[config.mk]
export PLATFORM = sky130hd
export DESIGN_NAME = chg_limit_regs
export DESIGN_NICKNAME = d
export VERILOG_FILES = /design/src/rtl/chg_limit_pkg.sv /design/src/rtl/limit_clamp.sv /design/src/rtl/safety_lock.sv /design/src/rtl/op_regs.sv /design/src/rtl/chg_limit_regs.sv
export SDC_FILE = /design/constraint.sdc
export NUM_CORES = 1
export LEC_CHECK = 0
export CAP_MARGIN = 20
export CELL_PAD_IN_SITES_DETAIL_PLACEMENT = 1
export CELL_PAD_IN_SITES_GLOBAL_PLACEMENT = 1
export CORE_MARGIN = 2
export CORE_UTILIZATION = 37
export CTS_CLUSTER_SIZE = 20
export DETAILED_ROUTE_END_ITERATION = 8
export PLACE_DENSITY_LB_ADDON = 0.12
export SLEW_MARGIN = 30
export SYNTH_ARGS = -nofsm -noshare
export SYNTH_HDL_FRONTEND = slang
export SYNTH_SLANG_ARGS = --single-unit
[constraint.sdc]
create_clock -name clk -period 4 [get_ports clk]
set_input_delay 1 -clock clk [delete_from_list [all_inputs] [get_ports clk]]
set_output_delay 1 -clock clk [all_outputs]
set_load 0.02 [all_outputs]
[src/rtl/chg_limit_pkg.sv]
package chg_limit_pkg;
    localparam int DATA_W = 8;
    localparam int ADDR_W = 2;

    localparam logic [ADDR_W-1:0] A_VREG = 2'd0;
    localparam logic [ADDR_W-1:0] A_ICHG = 2'd1;
    localparam logic [ADDR_W-1:0] A_SAFE = 2'd2;

    typedef enum logic {
        LK_LOCKED = 1'b0,
        LK_OPEN   = 1'b1
    } lock_state_t;
endpackage

[src/rtl/limit_clamp.sv]
module limit_clamp #(
    parameter int CODE_W = 6,
    parameter int LIM_W  = 4
) (
    input  logic [CODE_W-1:0] code_in,
    input  logic [LIM_W-1:0]  limit,
    output logic [CODE_W-1:0] code_out
);
    generate
        if (CODE_W > LIM_W) begin : g_coarse
            localparam int FILL_W = CODE_W - LIM_W;
            always_comb begin
                if (code_in[CODE_W-1 -: LIM_W] > limit)
                    code_out = {limit, {FILL_W{1'b1}}};
                else
                    code_out = code_in;
            end
        end else begin : g_direct
            always_comb begin
                if (LIM_W'(code_in) > limit)
                    code_out = CODE_W'(limit);
                else
                    code_out = code_in;
            end
        end
    endgenerate
endmodule

[src/rtl/safety_lock.sv]
module safety_lock
    import chg_limit_pkg::*;
#(
    parameter int VLIM_W = 4,
    parameter int ILIM_W = 4,
    parameter logic [VLIM_W+ILIM_W-1:0] SAFE_RST = '1
) (
    input  logic                     clk,
    input  logic                     rst_n,
    input  logic                     batt_short,
    input  logic                     safe_wr,
    input  logic [VLIM_W+ILIM_W-1:0] safe_wdata,
    output logic [VLIM_W+ILIM_W-1:0] safe_q,
    output logic                     open
);
    lock_state_t state_q, state_d;
    logic        accept;

    always_comb begin
        state_d = state_q;
        unique case (state_q)
            LK_LOCKED: if (batt_short)  state_d = LK_OPEN;    // short_seen
            LK_OPEN:   if (!batt_short) state_d = LK_LOCKED;  // short_gone
        endcase
    end

    always_ff @(posedge clk or negedge rst_n) begin
        if (!rst_n) state_q <= LK_LOCKED;
        else        state_q <= state_d;
    end

    always_comb begin
        open   = (state_q == LK_OPEN);
        accept = open && batt_short && safe_wr;
    end

    always_ff @(posedge clk or negedge rst_n) begin
        if (!rst_n)      safe_q <= SAFE_RST;
        else if (accept) safe_q <= safe_wdata;
    end

    AST_SAFE_HELD: assert property (@(posedge clk) disable iff (!rst_n)
        !batt_short |=> $stable(safe_q));
    AST_LOCK_FOLLOWS: assert property (@(posedge clk) disable iff (!rst_n)
        batt_short |=> open);
endmodule

[src/rtl/op_regs.sv]
module op_regs #(
    parameter int VCODE_W = 6,
    parameter int ICODE_W = 4,
    parameter int VLIM_W  = 4,
    parameter int ILIM_W  = 4
) (
    input  logic               clk,
    input  logic               rst_n,
    input  logic               clr,
    input  logic               vreg_wr,
    input  logic               ichg_wr,
    input  logic [VCODE_W-1:0] vreg_wcode,
    input  logic [ICODE_W-1:0] ichg_wcode,
    input  logic [VLIM_W-1:0]  vlim,
    input  logic [ILIM_W-1:0]  ilim,
    output logic [VCODE_W-1:0] vreg_q,
    output logic [ICODE_W-1:0] ichg_q
);
    logic [VCODE_W-1:0] vreg_cl;
    logic [ICODE_W-1:0] ichg_cl;

    limit_clamp #(.CODE_W(VCODE_W), .LIM_W(VLIM_W)) u_vclamp (
        .code_in(vreg_wcode), .limit(vlim), .code_out(vreg_cl));
    limit_clamp #(.CODE_W(ICODE_W), .LIM_W(ILIM_W)) u_iclamp (
        .code_in(ichg_wcode), .limit(ilim), .code_out(ichg_cl));

    always_ff @(posedge clk or negedge rst_n) begin
        if (!rst_n) begin
            vreg_q <= '0;
            ichg_q <= '0;
        end else if (clr) begin
            vreg_q <= '0;
            ichg_q <= '0;
        end else begin
            if (vreg_wr) vreg_q <= vreg_cl;
            if (ichg_wr) ichg_q <= ichg_cl;
        end
    end

    AST_CLR_ZERO: assert property (@(posedge clk) disable iff (!rst_n)
        clr |=> (vreg_q == '0) && (ichg_q == '0));
    AST_VREG_BOUND: assert property (@(posedge clk) disable iff (!rst_n)
        (vreg_wr && !clr) |=> vreg_q[VCODE_W-1 -: VLIM_W] <= $past(vlim));
    AST_ICHG_BOUND: assert property (@(posedge clk) disable iff (!rst_n)
        (ichg_wr && !clr) |=> ICODE_W'(ichg_q) <= ICODE_W'($past(ilim)));
    AST_HOLD_IDLE: assert property (@(posedge clk) disable iff (!rst_n)
        (!clr && !vreg_wr && !ichg_wr) |=> $stable(vreg_q) && $stable(ichg_q));
endmodule

[src/rtl/chg_limit_regs.sv]
module chg_limit_regs
    import chg_limit_pkg::*;
#(
    parameter int VCODE_W = 6,
    parameter int ICODE_W = 4,
    parameter int VLIM_W  = 4,
    parameter int ILIM_W  = 4
) (
    input  logic               clk,
    input  logic               rst_n,
    input  logic               wr_en,
    input  logic [ADDR_W-1:0]  wr_addr,
    input  logic [DATA_W-1:0]  wr_data,
    input  logic [ADDR_W-1:0]  rd_addr,
    output logic [DATA_W-1:0]  rd_data,
    input  logic               batt_short,
    input  logic               clr_req,
    output logic [VCODE_W-1:0] vreg_code,
    output logic [ICODE_W-1:0] ichg_code,
    output logic               lock_open
);
    localparam int SAFE_W = VLIM_W + ILIM_W;

    logic [SAFE_W-1:0] safe_q;
    logic [VLIM_W-1:0] vlim;
    logic [ILIM_W-1:0] ilim;
    logic              vreg_wr, ichg_wr, safe_wr;

    always_comb begin
        vreg_wr = wr_en && (wr_addr == A_VREG);
        ichg_wr = wr_en && (wr_addr == A_ICHG);
        safe_wr = wr_en && (wr_addr == A_SAFE);
        vlim    = safe_q[VLIM_W-1:0];
        ilim    = safe_q[VLIM_W +: ILIM_W];
    end

    safety_lock #(.VLIM_W(VLIM_W), .ILIM_W(ILIM_W)) u_lock (
        .clk(clk), .rst_n(rst_n), .batt_short(batt_short),
        .safe_wr(safe_wr), .safe_wdata(wr_data[SAFE_W-1:0]),
        .safe_q(safe_q), .open(lock_open));

    op_regs #(.VCODE_W(VCODE_W), .ICODE_W(ICODE_W),
              .VLIM_W(VLIM_W), .ILIM_W(ILIM_W)) u_ops (
        .clk(clk), .rst_n(rst_n), .clr(clr_req),
        .vreg_wr(vreg_wr), .ichg_wr(ichg_wr),
        .vreg_wcode(wr_data[DATA_W-1 -: VCODE_W]),
        .ichg_wcode(wr_data[ICODE_W-1:0]),
        .vlim(vlim), .ilim(ilim),
        .vreg_q(vreg_code), .ichg_q(ichg_code));

    always_comb begin
        unique case (rd_addr)
            A_VREG:  rd_data = {vreg_code, {(DATA_W-VCODE_W){1'b0}}};
            A_ICHG:  rd_data = DATA_W'(ichg_code);
            A_SAFE:  rd_data = DATA_W'(safe_q);
            default: rd_data = '0;
        endcase
    end

    AST_RD_SAFE: assert property (@(posedge clk) disable iff (!rst_n)
        (rd_addr == A_SAFE) |-> rd_data[VLIM_W-1:0] == vlim);
endmodule

# Word level (Yosys, flattened, before mapping)
# Index checks and enable logic that the tools add are counted.
# Widths: inputs -> output; s select.
[totals]
output_inout_bits = 19
regBits = 19
wordCells = 27
inputBits = 17
[classes]
order_cmp = 2
reduce_logical = 9
n_eq_ne = 4
n_mux = 8
[op_table]
columns = ["op", "n"]
rows = [
  ["$pmux 8 s3", 1],
  ["$mux 6", 3],
  ["$mux 4", 3],
  ["$gt 4x4->1", 2],
  ["$logic_and 1x1->1", 5],
  ["$eq 2x1->1 const B", 2],
  ["$eq 2x2->1 const B", 2],
  ["$logic_not 2->1", 2],
  ["$reduce_bool 2->1", 2],
  ["$mux 1", 1],
]

# Logic depth before layout (Yosys ltp)
[logic_depth]
depth_word = 4
ltp_mapped = 7
mapped_depth_nobuf = 7

# By module
# A second synthesis with hierarchy kept.
[unflattened]
hier_cells = 107
hier_area_um2 = 1253.7
[by_module_without_submodules]
columns = ["module", "area_each_um2", "seq_area_each_um2", "cells_each", "n_inst"]
rows = [
  ["op_regs", 404.1, 250.2, 33, 1],
  ["safety_lock", 342.8, 235.2, 18, 1],
  ["limit_clamp (u_ops.u_vclamp)", 180.2, 0.0, 19, 1],
  ["limit_clamp (u_ops.u_iclamp)", 171.4, 0.0, 17, 1],
  ["chg_limit_regs", 155.1, 0.0, 20, 1],
]

# Least setup slack after synthesis
# OpenSTA, ideal clock, no wires.
[synth_path]
path_type = "in2out"
start = "input port rd_addr[0]"
end = "output port rd_data[2]"
n_path_buf = 1
arrival_ns = 1.835
t_required_ns = 3.000
slack_ns = 1.165
path_stages = 3
path_cell_list = "clkbuf_1 -> mux2i_1 -> o21ai_0"
[synth_between]
elab_chain_len = 2
elab_cells_between_ends = 4
classes_between = "eq/ne (2); mux (1); reduce/logical (1)"
[synth_rtl]
columns = ["item", "line_no", "text"]
rows = [
  ["start, declared", "chg_limit_regs.sv:14", "input logic [ADDR_W-1:0] rd_addr,"],
  ["$eq 2x2->1, or another cell as far along", "chg_limit_regs.sv:52", "unique case (rd_addr)"],
  ["$pmux 8 s3 *", "chg_limit_regs.sv:52", ""],
  ["end, declared", "chg_limit_regs.sv:15", "output logic [DATA_W-1:0] rd_data,"],
]
# Every way passes the cells marked *; elsewhere a longest branch is shown, timed or not.

# Worst setup path after layout
# Same ends and word-level chain as after synthesis.

==> impl_results.md <==
- TNS Setup: 0 ns
- Fin crit period: 3.72 ns
- Final #Nets: 179
- Register area share after synthesis: between 40 and 50%
- Post CTS Setup Buffer Count: 0
- Post-Route WL: 3170 um
- First-pass GRT wire length: 5300 um
- Overall routing resource usage: 20.3%
- Initial core utilization: about two fifths
- Unique masters post-synth: 26
- TritonCTS Buffers: 3
- WHS: slightly above 0.5 ns
- Synth warn: 0
- Startpoint Class: primary input
- IO Pins: 36
- Die Area: 0.00362 mm^2
- Worst min-delay path category: reg -> reg
- DR iter-0 viols: 5
- WP data required: 3.00 ns
- Placed instance area: 0.00156 mm^2
- Layout cell share with drive strength beyond 1: between 10% and 20%
- Clock latency on the worst-skew pair: 0.30 ns
- Die W: 60.2 um
- Clock transition at path regs: between 0.1 and 0.15 ns
- Relative slew margins: 40.2%
- Crit path DAT: 2.72 ns
- Power per Cell Area: 357 mW/mm^2
- Area of the multi-input gates: around 630 um^2
- Clock sink count: 19
- Max_cap viols: 0
- LEAKAGE: 0.000675 uW
- Final Hold Vio Count: 0
- Max FO, Critical Path: 8
- Total congestion overflow: 0
- FMAX: 269 MHz
- Worst Setup End Kind: primary output
- Synth Net Count: 143
- Final worst setup slack: 0.281 ns
- N_diodes: 0
- DRC Markers: 0
- FP Rows: 20
- Largest net degree at the start of global routing: 20
- Placed cells: 193
- Core area: 0.00303 mm^2
- CTS Root Cell: clkbuf_4
- Reg area: 485 um^2
- Die H: roughly 60 um
- PortBufs: 35
- Synth Cell Area: approximately 0.0012 mm^2
- Vias in the first global route: 1148
- Seq cells post-synth: 19
- Max clock buf depth: 2
- Via count of the routed design: between 1000 and 1500
- Antenna Violating Nets Remaining: 0
- Mean Syn Cell Area: 9.90 um^2
- Fin area: 0.00159 mm^2
- Status: finished, final reports clean
- Pre-CTS setup slack: about 0.27 ns
- Detailed placement HPWL: 2500 um
- Final worst-path cycle share: 93.0%
- Worst vdd ir: 0.123 mV
- Final setup vio count: 0
- Via density: 5.19
- Finished Layout Cells: about 200
- Critical path type: in -> out
- Post-cts gate resize count: 0
- CTS Hold Buffers Added: 0
- GP Congestion: 0.802
- Transition time of the tightest slew-check pin: 0.895 ns
- Final clock skew: 0.00262 ns
- Avg WL per Cell: about 16 um
- Unrepaired setup endpoints after global routing: no
- Final Max Tran Viols: 0
- CTS tree: built
- Cells after Synth: 118
- Fillcell total: 356
- Area grow syn2layout: 35.9%
- Htree depth: 1
- First drt pass iteration count: 4
- Antenna violations before repair: 0
-- cell usage in the layout (no fill, tap or decap), types with 2 or more instances in the layout --
| cell | instances |
|---|---|
| dfstp_2 | 8 |
| nand2_1 | 4 |
| a211oi_1 | 4 |
| a22o_1 | 2 |
| mux2i_1 | 10 |
| nor2b_2 | 2 |
| o21ai_0 | 6 |
| dfrtp_1 | 11 |
| clkdlybuf4s50_1 | 35 |
| nor2_1 | 19 |
| nand4_1 | 2 |
| nor3_1 | 8 |
| mux2_2 | 6 |
| a2111oi_1 | 4 |
| inv_1 | 8 |
| clkbuf_4 | 3 |
| ha_1 | 8 |
| nor2b_1 | 4 |
-- stage by stage --
step | power [uW] | util [%]
floorplan | 384 | -
global placement | 460 | 51.6
global route | 608 | 52.4
detailed placement | 471 | 51.6
CTS | 575 | 52.4
finish | 567 | 52.4
-- metal layers --
metal | wire [um] | track usage (%) | vias to the layer above
met5 | 0 | 0 | -
met1 | 1340 | 23.2 | 503
met3 | 100 | 2.38 | 5
li1 | - | - | 491
met4 | 61 | 8.57 | 0
met2 | 1670 | 37.6 | 23
-- Yosys cell counts --
cell type | count | share of area, %
dfrtp_1 | 11 | 24
o21ai_0 | 6 | 2.6
buf_1 | 2 | 0.64
nand2_1 | 4 | 1.3
nand4_1 | 2 | 1.1
ha_1 | 8 | 8.6
a22o_1 | 2 | 1.5
nor2b_2 | 2 | 1.5
nand2b_1 | 1 | 0.54
dfstp_2 | 8 | 18
clkbuf_1 | 2 | 0.64
a211oi_1 | 4 | 2.6
mux2_2 | 6 | 5.8
nor2_1 | 19 | 6.1
a21oi_1 | 1 | 0.43
o211ai_2 | 1 | 1.1
inv_1 | 8 | 2.6
mux2i_1 | 10 | 8.6
and3b_1 | 1 | 0.75
clkbuf_2 | 1 | 0.43
nor2b_1 | 4 | 2.1
a21oi_4 | 1 | 1.4
a2111oi_1 | 4 | 3.4
nor3_1 | 8 | 3.4
and4_2 | 1 | 0.86
a21o_1 | 1 | 0.64
-- critical path: stages --
cell and delay, ns:
clkdlybuf4s50_1 0.58, nor2b_1 0.32, nand2_1 0.10, o21ai_0 0.08, clkdlybuf4s50_1 0.63
-- final timing paths --
path / start / endpoint / slack [ns] / cells after the start
worst min-delay path: u_lock.safe_q[4]$_DFFE_PN1P_ / u_lock.safe_q[4]$_DFFE_PN1P_ / 0.52 / 2
worst min register to register: u_lock.safe_q[4]$_DFFE_PN1P_ / u_lock.safe_q[4]$_DFFE_PN1P_ / 0.52 / 2
worst max-delay path: rd_addr[0] / rd_data[2] / 0.28 / 5
worst max register to register: u_lock.safe_q[3]$_DFFE_PN1P_ / u_ops.vreg_q[4]$_DFFE_PN0P_ / 1.88 / 6
max in group asynchronous: rst_n / u_ops.ichg_q[0]$_DFFE_PN0P_ / 2.26 / 1
min in group asynchronous: rst_n / u_ops.vreg_q[5]$_DFFE_PN0P_ / 1.19 / 1
-- area by class of cell --
type                    instances  share of cell area, %
multi-input cells              86                   39.9
flip-flops and latches         19                   30.6
repair buffers                 36                   22.5
well taps                      44                   3.47
inverters                       8                   1.89
clock buffers                   4                   1.65
-- kinds of logic (layout without fill, tap and decap cells) --
| kind of cell | count (synthesis) | in the layout | synth area share, % |
|---|---|---|---|
| DFF | 19 | 19 | 41.5 |
| adders and majority gates | 8 | 8 | 8.57 |
| muxes | 16 | 16 | 14.3 |
| and+or+nand+nor | 42 | 42 | 17.7 |
| buffers and inverters | 13 | 48 | 4.28 |
| AOI/OAI and AO/OA | 20 | 20 | 13.6 |
-- registers in the layout, summed over array words and instances, names as in the netlist --
name	flops
u_ops.vreg_q	6
u_lock.open	1
u_lock.safe_q	8
u_ops.ichg_q	4
-- where the power goes --
| group | switching, uW | internal (uW) | leakage, uW |
|---|---|---|---|
| Clock | 62.8 | 38.9 | 0.0000150 |
| Sequential | 27.7 | 230 | 0.000231 |
| Combinational | 106 | 101 | 0.000429 |
| Total | 197 | 370 | 0.000675 |
Note: power is estimated with default switching activity, not from simulation.
